$ cat config.mk
export PLATFORM = sky130hd
export DESIGN_NAME = can_event_counter
export DESIGN_NICKNAME = d
export VERILOG_FILES = /design/src/rtl/can_evtcnt_pkg.sv /design/src/rtl/evt_select.sv /design/src/rtl/interval_timer.sv /design/src/rtl/count_core.sv /design/src/rtl/can_event_counter.sv
export SDC_FILE = /design/constraint.sdc
export NUM_CORES = 1
export LEC_CHECK = 0
export ABC_CLOCK_PERIOD_IN_PS = 2800
export BUFFER_PORTS_ARGS = -buffer_cell sky130_fd_sc_hd__buf_2
export CORE_ASPECT_RATIO = 1.75
export CORE_MARGIN = 5
export CORE_UTILIZATION = 60
export CTS_BUF_LIST = sky130_fd_sc_hd__clkbuf_4 sky130_fd_sc_hd__clkbuf_8
export CTS_CLUSTER_SIZE = 40
export DETAILED_ROUTE_END_ITERATION = 10
export PLACE_DENSITY = 0.87
export SLEW_MARGIN = 10
export SYNTH_ARGS = -nofsm -noshare
export SYNTH_HDL_FRONTEND = slang
export SYNTH_SLANG_ARGS = --single-unit
$ cat constraint.sdc
create_clock -name clk -period 2.8 [get_ports clk]
set_input_delay 0.14 -clock clk [delete_from_list [all_inputs] [get_ports clk]]
set_output_delay 0.14 -clock clk [all_outputs]
set_load 0.01 [all_outputs]
$ cat src/rtl/can_evtcnt_pkg.sv
// Shared types for the multi-mode CAN event counter.
// Assumes: the mode encoding below is the software-visible field value.
package can_evtcnt_pkg;

    typedef enum logic [1:0] {
        MODE_FRAME  = 2'b00,
        MODE_STAMP  = 2'b01,
        MODE_TIMING = 2'b10,
        MODE_ERROR  = 2'b11
    } cnt_mode_e;

    // Frame selection encodings
    localparam logic [1:0] SEL_RX_ONLY = 2'b01;
    localparam logic [1:0] SEL_TX_ONLY = 2'b10;

endpackage

$ cat src/rtl/evt_select.sv
// Event selector: turns the raw strobes into one increment request or one
// measurement-load request, according to the active mode.
// Assumes: strobes are one-cycle pulses synchronous to clk.
module evt_select
    import can_evtcnt_pkg::*;
(
    input  cnt_mode_e  mode_i,
    input  logic [1:0] sel_i,
    input  logic       rx_i,
    input  logic       tx_i,
    input  logic       tick_i,
    input  logic       sync_i,
    input  logic       err_i,
    output logic       inc_o,
    output logic       meas_o
);

    logic rx_ok;
    logic tx_ok;

    // Frame-kind gating from the selection field
    always_comb begin
        rx_ok = rx_i && (sel_i != SEL_TX_ONLY);
        tx_ok = tx_i && (sel_i != SEL_RX_ONLY);
    end

    // Mode decode: at most one of inc_o / meas_o can be high
    always_comb begin
        inc_o  = 1'b0;
        meas_o = 1'b0;
        unique case (mode_i)
            MODE_FRAME:  inc_o  = rx_ok || tx_ok;
            MODE_STAMP:  inc_o  = tick_i;
            MODE_TIMING: meas_o = sync_i;
            MODE_ERROR:  inc_o  = err_i;
        endcase
    end

endmodule

$ cat src/rtl/interval_timer.sv
// Interval timer: counts clock cycles since the last sync event, saturating
// at the maximum. A sync event restarts it at 1. restart_i forces it to 0.
// Assumes: the caller samples run_o in the cycle of the sync event.
module interval_timer #(
    parameter int W = 15
) (
    input  logic         clk,
    input  logic         rst_n,
    input  logic         restart_i,
    input  logic         evt_i,
    output logic [W-1:0] run_o
);

    localparam logic [W-1:0] RUN_MAX = '1;
    localparam logic [W-1:0] RUN_ONE = W'(1);

    logic [W-1:0] run_q;

    // Running cycle count with restart and saturation
    always_ff @(posedge clk) begin
        if (!rst_n || restart_i) begin
            run_q <= '0;
        end else if (evt_i) begin
            run_q <= RUN_ONE;
        end else if (run_q != RUN_MAX) begin
            run_q <= run_q + RUN_ONE;
        end
    end

    assign run_o = run_q;

    AST_RUN_SATURATES: assert property (@(posedge clk) disable iff (!rst_n)
        (run_q == RUN_MAX && !evt_i && !restart_i) |=> (run_q == RUN_MAX));

endmodule

$ cat src/rtl/count_core.sv
// Count core: holds the count, the sticky overflow flag and the interrupt
// pulse. Priority: software write, then measurement load, then increment.
// Assumes: load_i and inc_i are never high together.
module count_core #(
    parameter int W = 15
) (
    input  logic         clk,
    input  logic         rst_n,
    input  logic         we_i,
    input  logic [W-1:0] wdata_i,
    input  logic         load_i,
    input  logic [W-1:0] load_val_i,
    input  logic         inc_i,
    input  logic         clr_i,
    input  logic         ie_i,
    output logic [W-1:0] count_o,
    output logic         ovf_o,
    output logic         irq_o
);

    localparam logic [W-1:0] CNT_ONE = W'(1);

    logic [W-1:0] count_q;
    logic         ovf_q;
    logic         irq_q;
    logic         wrap;

    // Wrap happens only on an increment that is not overridden
    always_comb wrap = inc_i && !we_i && !load_i && (&count_q);

    // Count register update with write priority
    always_ff @(posedge clk) begin
        if (!rst_n) begin
            count_q <= '0;
        end else if (we_i) begin
            count_q <= wdata_i;
        end else if (load_i) begin
            count_q <= load_val_i;
        end else if (inc_i) begin
            count_q <= count_q + CNT_ONE;
        end
    end

    // Sticky flag (set wins over clear) and gated one-shot request
    always_ff @(posedge clk) begin
        if (!rst_n) begin
            ovf_q <= 1'b0;
            irq_q <= 1'b0;
        end else begin
            ovf_q <= wrap || (ovf_q && !clr_i);
            irq_q <= wrap && ie_i;
        end
    end

    assign count_o = count_q;
    assign ovf_o   = ovf_q;
    assign irq_o   = irq_q;

    AST_WRITE_WINS: assert property (@(posedge clk) disable iff (!rst_n)
        we_i |=> (count_q == $past(wdata_i)));
    AST_WRAP_FLAGS: assert property (@(posedge clk) disable iff (!rst_n)
        (inc_i && !we_i && !load_i && count_q == '1) |=> (count_q == '0 && ovf_q));
    AST_OVF_STICKY: assert property (@(posedge clk) disable iff (!rst_n)
        (ovf_q && !clr_i) |=> ovf_q);
    AST_IRQ_ONE_SHOT: assert property (@(posedge clk) disable iff (!rst_n)
        irq_q |=> !irq_q);
    AST_IRQ_GATED: assert property (@(posedge clk) disable iff (!rst_n)
        $rose(irq_q) |-> ($past(ie_i) && ovf_q));
    AST_MEASURE_NO_FLAG: assert property (@(posedge clk) disable iff (!rst_n)
        (load_i && !ovf_q) |=> !ovf_q);
    AST_IDLE_HOLDS: assert property (@(posedge clk) disable iff (!rst_n)
        (!we_i && !load_i && !inc_i) |=> $stable(count_q));

endmodule

$ cat src/rtl/can_event_counter.sv
// Multi-mode CAN event counter top. Holds the configuration registers and
// connects the event selector, the interval timer and the count core.
// Assumes: all inputs are synchronous to clk; reset is synchronous, active low.
module can_event_counter
    import can_evtcnt_pkg::*;
#(
    parameter int CNT_W = 15
) (
    input  logic             clk,
    input  logic             rst_n,
    input  logic             rx_done_i,
    input  logic             tx_done_i,
    input  logic             bit_tick_i,
    input  logic             sync_evt_i,
    input  logic             err_evt_i,
    input  logic             cfg_we_i,
    input  logic [1:0]       cfg_mode_i,
    input  logic [1:0]       cfg_sel_i,
    input  logic             cfg_irq_en_i,
    input  logic             cnt_we_i,
    input  logic [CNT_W-1:0] cnt_wdata_i,
    input  logic             ovf_clr_i,
    output logic [CNT_W-1:0] count_o,
    output logic             ovf_o,
    output logic             irq_o
);

    cnt_mode_e        mode_q;
    logic [1:0]       sel_q;
    logic             ie_q;
    logic             inc;
    logic             meas;
    logic             restart;
    logic [CNT_W-1:0] run_val;

    // Configuration registers, effective from the cycle after the write
    always_ff @(posedge clk) begin
        if (!rst_n) begin
            mode_q <= MODE_FRAME;
            sel_q  <= 2'b00;
            ie_q   <= 1'b0;
        end else if (cfg_we_i) begin
            mode_q <= cnt_mode_e'(cfg_mode_i);
            sel_q  <= cfg_sel_i;
            ie_q   <= cfg_irq_en_i;
        end
    end

    // Interval measurement restarts on reconfiguration or outside its mode
    always_comb restart = cfg_we_i || (mode_q != MODE_TIMING);

    evt_select u_sel (
        .mode_i (mode_q),
        .sel_i  (sel_q),
        .rx_i   (rx_done_i),
        .tx_i   (tx_done_i),
        .tick_i (bit_tick_i),
        .sync_i (sync_evt_i),
        .err_i  (err_evt_i),
        .inc_o  (inc),
        .meas_o (meas)
    );

    interval_timer #(.W(CNT_W)) u_tmr (
        .clk       (clk),
        .rst_n     (rst_n),
        .restart_i (restart),
        .evt_i     (sync_evt_i),
        .run_o     (run_val)
    );

    count_core #(.W(CNT_W)) u_core (
        .clk        (clk),
        .rst_n      (rst_n),
        .we_i       (cnt_we_i),
        .wdata_i    (cnt_wdata_i),
        .load_i     (meas),
        .load_val_i (run_val),
        .inc_i      (inc),
        .clr_i      (ovf_clr_i),
        .ie_i       (ie_q),
        .count_o    (count_o),
        .ovf_o      (ovf_o),
        .irq_o      (irq_o)
    );

    AST_STAMP_IGNORES_OTHERS: assert property (@(posedge clk) disable iff (!rst_n)
        (mode_q == MODE_STAMP && !bit_tick_i && !cnt_we_i) |=> $stable(count_o));
    AST_ERROR_IGNORES_OTHERS: assert property (@(posedge clk) disable iff (!rst_n)
        (mode_q == MODE_ERROR && !err_evt_i && !cnt_we_i) |=> $stable(count_o));

endmodule

==> flow_metrics.py, run 1 <==
metrics = {
    "power_and_ir_drop": {
        "seq_power_share_pct": 47.0,
        "p_switching_mw": 0.3332,
        "ir_drop_mv": 0.4623,
        "combPwrFrac_pct": 13.7,
        "p_leak_nw": 0.9896,
        "totalPowerFinal_mw": 1.245,
        "p_clk_share_pct": 39.3,
        "power_density_nw_per_um2": 497.7,
        "p_int_mw": 0.9116,
        "switching_share_pct": 26.77,
    },
    "placement": {
        "post-place-cells": 343,
        "port_buffers": 46,
        "pre_cts_ws_ns": 0.8481,
        "globalplace.congestion": 0.9050,
        "hpwl_mm": 4.363,
    },
    "clocking": {
        "numCtsBuffers": 5,
        "cts_tree": "yes",
        "clk_path_buf_depth": 2,
        "clkTransAtPathRegs_ns": 0.07,
        "postCtsHoldBufs": 0,
        "cts_resized": 0,
        "htree_levels": 2,
        "clkSinkCount": 37,
        "clockRootBuffer": "clkbuf_8",
        "clk_latency_ns": 0.30,
        "post_cts_buffers": 0,
    },
    "setup_path": {
        "slowest_delay_ns": 0.52,
        "r2r_setup_slack_ns": 0.92,
        "crit_chain": "mux2_2 > nand2_1 > o21ai_4 > o21ai_1 > o21ai_0",
        "crit_path_start_kind": "flip-flop",
        "cp.required_ns": 2.96,
        "crit_slowest_cell": "o21ai_1",
        "crit_fanout": 10,
        "critPathKind": "flip-flop to flip-flop",
        "r2r-end": "u_core.count_o[8]",
        "reg2reg_depth": 5,
        "worst_ep_arrival_time_ns": 2.04,
        "reg2reg_from": "mode_q[1]",
        "crit_path_end_kind": "flip-flop",
    },
    "yosys": {
        "synth_area_sq_um": 2122,
        "ys_types": 52,
        "synth.avg_cell_area_sq_um": 8.130,
        "yosys-top-cells-area": "dfxtp_1, nor2_1, nand2_1",
        "synth_ff_type": "dfxtp_1",
        "ys_seq_elements": 37,
        "ys_warn_count": 0,
        "yosysTopAreaCellShare_pct": 34.91,
        "yosysTopAreaCell": "dfxtp_1",
        "async_flop_share_pct": 0,
        "synth-edff-count": 0,
        "yosysSeqAreaShare_pct": 34.91,
        "synthCells": 261,
        "syn-num-nets": 293,
    },
    "detailed_routing": {
        "ant_nets": 0,
        "post-route-drc-count": 0,
        "drt-total-wl_mm": 6.098,
        "vias_per_cell": 6.325,
        "num_vias": 2220,
        "drt_pass1_iterations": 5,
        "initialDrtViolationCount": 100,
        "wire_per_inst_um": 17.37,
    },
    "floorplan": {
        "design.portCount": 47,
        "rows": 28,
        "coreArea_sq_um": 3398,
        "die_h_um": 88.67,
        "die_area_sq_um": 4873,
        "fp.dieW_um": 54.96,
        "initial_core_util_pct": 62.44,
    },
    "cells_and_area": {
        "stdcell_count": 351,
        "fin_util_pct": 73.60,
        "final_cell_mix": "buf_2, dfxtp_1, nor2_1, nand2_1, nand3_1",
        "syn_to_final_growth_pct": 17.87,
        "drive_gt1_share_pct": 21.90,
        "finish.net_count": 337,
        "layout_commonest_cell": "buf_2",
        "n_antenna_cell": 0,
    },
    "min_path": {
        "min_to": "mode_q[1]",
        "min_from": "cfg_mode_i[1]",
        "min_path_type": "primary input to flip-flop",
        "worstHoldPathCells": 3,
    },
    "timing": {
        "final_hold_viol_count": 0,
        "slew_viol_final": 0,
        "setup_viol": 0,
        "timing.fmax_mhz": 531.5,
        "final.min_clock_period_ns": 1.882,
        "worstMarginPinSlew_ns": 0.6843,
        "final.period_utilization_pct": 67.20,
        "setup_tns_ns": 0,
        "worst_slack_ns": 0.9185,
        "max-slew-margin-rel_pct": 53.73,
        "rsz0062_at_grt": "false",
        "finClkSkew_ns": 0.007320,
    },
    "global_routing": {
        "grt_max_degree": 23,
        "grt_use_total_pct": 27.38,
        "grt_pass1_vias": 2146,
        "overflow": 0,
        "antenna_found_initial": 0,
        "met1_usage_pct": 29.07,
        "grt_pass1_wl_mm": 9.722,
        "top_usage_layer": "met2",
        "met3_usage_pct": 4.553,
        "grt_use_met2_pct": 48.17,
    },
    "flow_run": {
        "drv_cap": 0,
    },
    "run_status": {
        "status": "complete, no violations",
    },
}
## sequential cells by signal (all words and copies together), names as in the netlist
| signal | flops |
|---|---|
| u_core.irq_o | 1 |
| u_core.ovf_o | 1 |
| sel_q | 2 |
| u_tmr.run_o | 15 |
| u_core.count_o | 15 |
| ie_q | 1 |
| mode_q | 2 |
## worst max-delay path by stage
stage	from	endpoint	slack, ns
finish	mode_q[1]	u_core.count_o[8]	0.92
floorplan	u_core.count_o[0]	u_core.count_o[12]	1.15
global route	mode_q[1]	u_tmr.run_o[12]	0.72
detailed placement	rst_n	u_tmr.run_o[12]	0.85
global placement	rst_n	u_tmr.run_o[12]	1.01
CTS	mode_q[1]	u_core.count_o[8]	0.94
## through the flow
| stage | hold slack [ns] | area, sq um |
|---|---|---|
| 3_5_place_dp | 0.3923 | 2381 |
| 3_3_place_gp | 0.3788 | 2381 |
| 4_1_cts | 0.08196 | 2501 |
| 5_1_grt | 0.1050 | 2501 |
| 2_1_floorplan | 0.2639 | 2122 |
| 6_report | 0.08704 | 2501 |
## power by group through the flow
stage	Clock, mW	Combinational [mW]	Sequential (mW)
floorplan	0	0.103	0.594
global placement	0	0.164	0.596
detailed placement	0	0.167	0.596
CTS	0.495	0.169	0.584
global route	0.514	0.188	0.588
finish	0.489	0.171	0.585
## logic make-up (layout without fill, tap and decap cells)
| family | Yosys count | count (layout) | share of synthesized area, % |
|---|---|---|---|
| simple gates | 109 | 109 | 26.18 |
| xor+xnor | 14 | 14 | 5.778 |
| compound gates | 73 | 73 | 24.23 |
| fa+ha+maj | 2 | 2 | 1.179 |
| mux | 9 | 9 | 4.304 |
| buf+inv | 17 | 62 | 3.419 |
| flops | 37 | 37 | 34.91 |
## synth_stat cells (7+ instances only)
master   number
nand3_1      19
nand2_1      26
buf_2         7
o21ai_0      15
nor2_1       30
a21oi_1      14
mux2i_1       8
xnor2_1       9
dfxtp_1      37
## routing by layer
metal	share of wire, %	vias up
li1	-	1062
met1	36	1034
met2	54	104
met3	6.8	20
met4	3.6	0
met5	0	-
## layout make-up
class | instances | area, sq um
multi-input cells | 207 | 1309
inverters | 4 | 15.01
repair buffers | 50 | 260.3
well taps | 45 | 56.30
fillers | 281 | 897.1
clock buffers | 6 | 82.58
clock inverters | 2 | 37.54
flip-flops and latches | 37 | 740.7
## critical path: cells and delay by family (launching register included)
family / cells / cell delay [ns]
AOI/OAI and AO/OA: 3 / 0.82
muxes: 1 / 0.35
DFF: 1 / 0.42
and+or+nand+nor: 1 / 0.14
No activity file was read; power rests on OpenSTA's default activity.
==> run 2: changes to the inputs <==
ABC_AREA = 1   (was default)
ABC_CLOCK_PERIOD_IN_PS = 1600   (was 2800)
CORE_UTILIZATION = 52   (was 60)
PLACE_DENSITY = 0.79   (was 0.87)
clock period = 1.6 ns   (was 2.8 ns; I/O delays follow)
==> flow_metrics.py, run 2 <==
metrics = {
    "placement": {
        "pre_cts_ws_ns": 0.1357,
        "globalplace.congestion": 0.9833,
        "hpwl_mm": 5.153,
        "port_buffers": 46,
    },
    "yosys": {
        "yosysTopAreaCellShare_pct": 31.37,
        "synthCells": 370,
        "ys_warn_count": 0,
        "synth-edff-count": 0,
        "synth_area_sq_um": 2361,
        "synth_ff_type": "dfxtp_1",
        "yosysSeqAreaShare_pct": 31.37,
        "yosysTopAreaCell": "dfxtp_1",
        "syn-num-nets": 402,
        "ys_types": 36,
        "synth.avg_cell_area_sq_um": 6.381,
        "yosysMostFrequentCell": "nand2_1",
        "async_flop_share_pct": 0,
        "synth_common_cells": "nand2_1, nor2_1, inv_1",
        "ys_seq_elements": 37,
        "yosys-top-cells-area": "dfxtp_1, nand2_1, nor2_1",
    },
    "detailed_routing": {
        "num_vias": 2588,
        "initialDrtViolationCount": 178,
        "wirelength_met1_mm": 2.385,
        "post-route-drc-count": 0,
        "wl_met2_mm": 3.625,
        "vias_per_cell": 5.380,
        "top_layer_used": "met4",
        "wl_met3_um": 326,
        "drt_pass1_iterations": 4,
        "ant_nets": 0,
        "drt-total-wl_mm": 6.551,
        "wire_per_inst_um": 13.62,
    },
    "clocking": {
        "htree_levels": 2,
        "clkSinkCount": 37,
        "cts_tree": "yes",
        "numCtsBuffers": 5,
        "clockRootBuffer": "clkbuf_8",
        "post_cts_buffers": 0,
        "clk_latency_ns": 0.28,
        "clk_path_buf_depth": 2,
        "clkTransAtPathRegs_ns": 0.07,
    },
    "setup_path": {
        "critPathKind": "flip-flop to flip-flop",
        "crit_path_end_kind": "flip-flop",
        "crit_fanout": 7,
        "cp.required_ns": 1.81,
        "path_delay_family": "simple AND/OR/NAND/NOR gates",
        "crit_path_start_kind": "flip-flop",
        "worst_ep_arrival_time_ns": 1.66,
        "slowest_delay_ns": 0.34,
        "crit_slowest_cell": "dfxtp_1",
        "crit_buf_inv": 1,
        "crit_chain": "ha_1 > nand3_1 > nor2_1 > nand2_2 > inv_1 > nand2_1 > a21oi_1",
    },
    "floorplan": {
        "rows": 32,
        "fp.dieW_um": 60.94,
        "coreArea_sq_um": 4404,
        "initial_core_util_pct": 53.61,
        "die_h_um": 99.14,
        "design.portCount": 47,
        "die_area_sq_um": 6041,
    },
    "global_routing": {
        "grt_max_degree": 25,
        "grt_pass1_vias": 2559,
        "grt_pass1_wl_mm": 10.99,
        "overflow": 0,
        "grt_use_total_pct": 23.63,
        "antenna_found_initial": 0,
    },
    "power_and_ir_drop": {
        "p_switching_mw": 0.6075,
        "switching_share_pct": 28.87,
        "combPwrFrac_pct": 19.4,
        "p_int_mw": 1.496,
        "p_leak_nw": 1.288,
        "seq_power_share_pct": 48.3,
        "power_density_nw_per_um2": 746.0,
        "p_clk_share_pct": 32.3,
        "ir_drop_mv": 0.6605,
    },
    "timing": {
        "final.period_utilization_pct": 90.59,
        "setup_viol": 0,
        "final.min_clock_period_ns": 1.449,
        "timing.fmax_mhz": 689.9,
        "finClkSkew_ns": 0.007040,
        "setup_tns_ns": 0,
        "max-slew-margin-rel_pct": 70.01,
        "slew_viol_final": 0,
        "worstMarginPinSlew_ns": 0.4493,
        "final_hold_viol_count": 0,
        "worst_slack_ns": 0.1506,
    },
    "min_path": {
        "min_path_type": "primary input to flip-flop",
    },
    "cells_and_area": {
        "syn_to_final_growth_pct": 19.45,
        "layout_commonest_cell": "nand2_1",
        "nFillCells": 436,
        "n_antenna_cell": 0,
        "finish.net_count": 461,
        "drive_gt1_share_pct": 21.63,
        "final_cell_mix": "nand2_1, nor2_1, buf_2, inv_1, dfxtp_1",
    },
    "flow_run": {
        "drv_cap": 0,
    },
    "run_status": {
        "status": "complete, no violations",
    },
}
==> run 2: cell types whose count changed after synthesis, sizes merged, moves of 6 or more <==
cell,change
xnor2,-6
a21oi,+13
nand3,+12
inv,+42
a32oi,-6
nand2,+70
o2111ai,-6
nor2,+26
mux2i,-6
==> run 2: cells by family (layout without fill, tap and decap cells) <==
kind of cell    count (synthesis)  after routing  synth area share, %
xor+xnor                       10             10                3.710
flops                          37             37                31.37
mux                             2              2               0.8479
simple gates                  206            206                39.11
buf+inv                        57            117                10.65
fa+ha+maj                       2              2                1.060
compound gates                 56             56                13.25
==> run 2: per-layer routing <==
metal | GRT usage (%) | vias up
li1 | - | 1308
met1 | 25.16 | 1191
met2 | 43.03 | 70
met3 | 4.026 | 19
met4 | 10.52 | 0
met5 | 0 | -
==> run 2: final cells by class <==
| type | instances | area [sq um] | share of cell area [%] |
|---|---|---|---|
| tap | 51 | 63.81 | 2.263 |
| timing repair buffer | 61 | 355.3 | 12.60 |
| inverter | 48 | 185.2 | 6.566 |
| clock buffer | 8 | 91.34 | 3.239 |
| multi-input combinational | 276 | 1379 | 48.89 |
| sequential | 37 | 745.7 | 26.44 |
==> run 2: power by group through the flow <==
stage,logic [mW],clock network (mW),registers (mW)
after CTS,0.408,0.690,1.01
after floorplan,0.246,0,1.04
after global placement,0.403,0,1.03
after detailed placement,0.405,0,1.03
after global routing,0.458,0.739,1.02
final,0.408,0.680,1.02
==> run 2: per-stage QoR <==
step | power, mW | cell area [sq um] | hold WS (ns) | util [%] | instances
3_3_place_gp | 1.435 | 2714 | 0.3032 | 61.62 | 473
5_1_grt | 2.219 | 2820 | 0.03754 | 64.03 | 481
6_report | 2.104 | 2820 | 0.02198 | 64.03 | 481
3_5_place_dp | 1.439 | 2714 | 0.3148 | 61.62 | 473
2_1_floorplan | 1.290 | 2361 | 0.2149 | - | 370
4_1_cts | 2.111 | 2805 | 0.02201 | 63.69 | 481
==> run 2: path summary, 6_finish.rpt <==
kind / from / end / slack [ns] / cells after the start
min reg2reg: ie_q / u_core.irq_o / 0.44 / 2
max reg2reg: u_tmr.run_o[1] / u_tmr.run_o[1] / 0.15 / 7
max: u_tmr.run_o[1] / u_tmr.run_o[1] / 0.15 / 7
min: cfg_irq_en_i / ie_q / 0.02 / 3
==> run 2: tightest hold or removal path, stage by stage <==
cell	delay (ns)
buf_2	0.07
nor2_1	0.03
nor2_1	0.08
==> run 2: timing repair <==
action,in CTS,in global routing
endpoints found under the setup margin,0,8
resized for setup,0,8
hold buffers,0,0
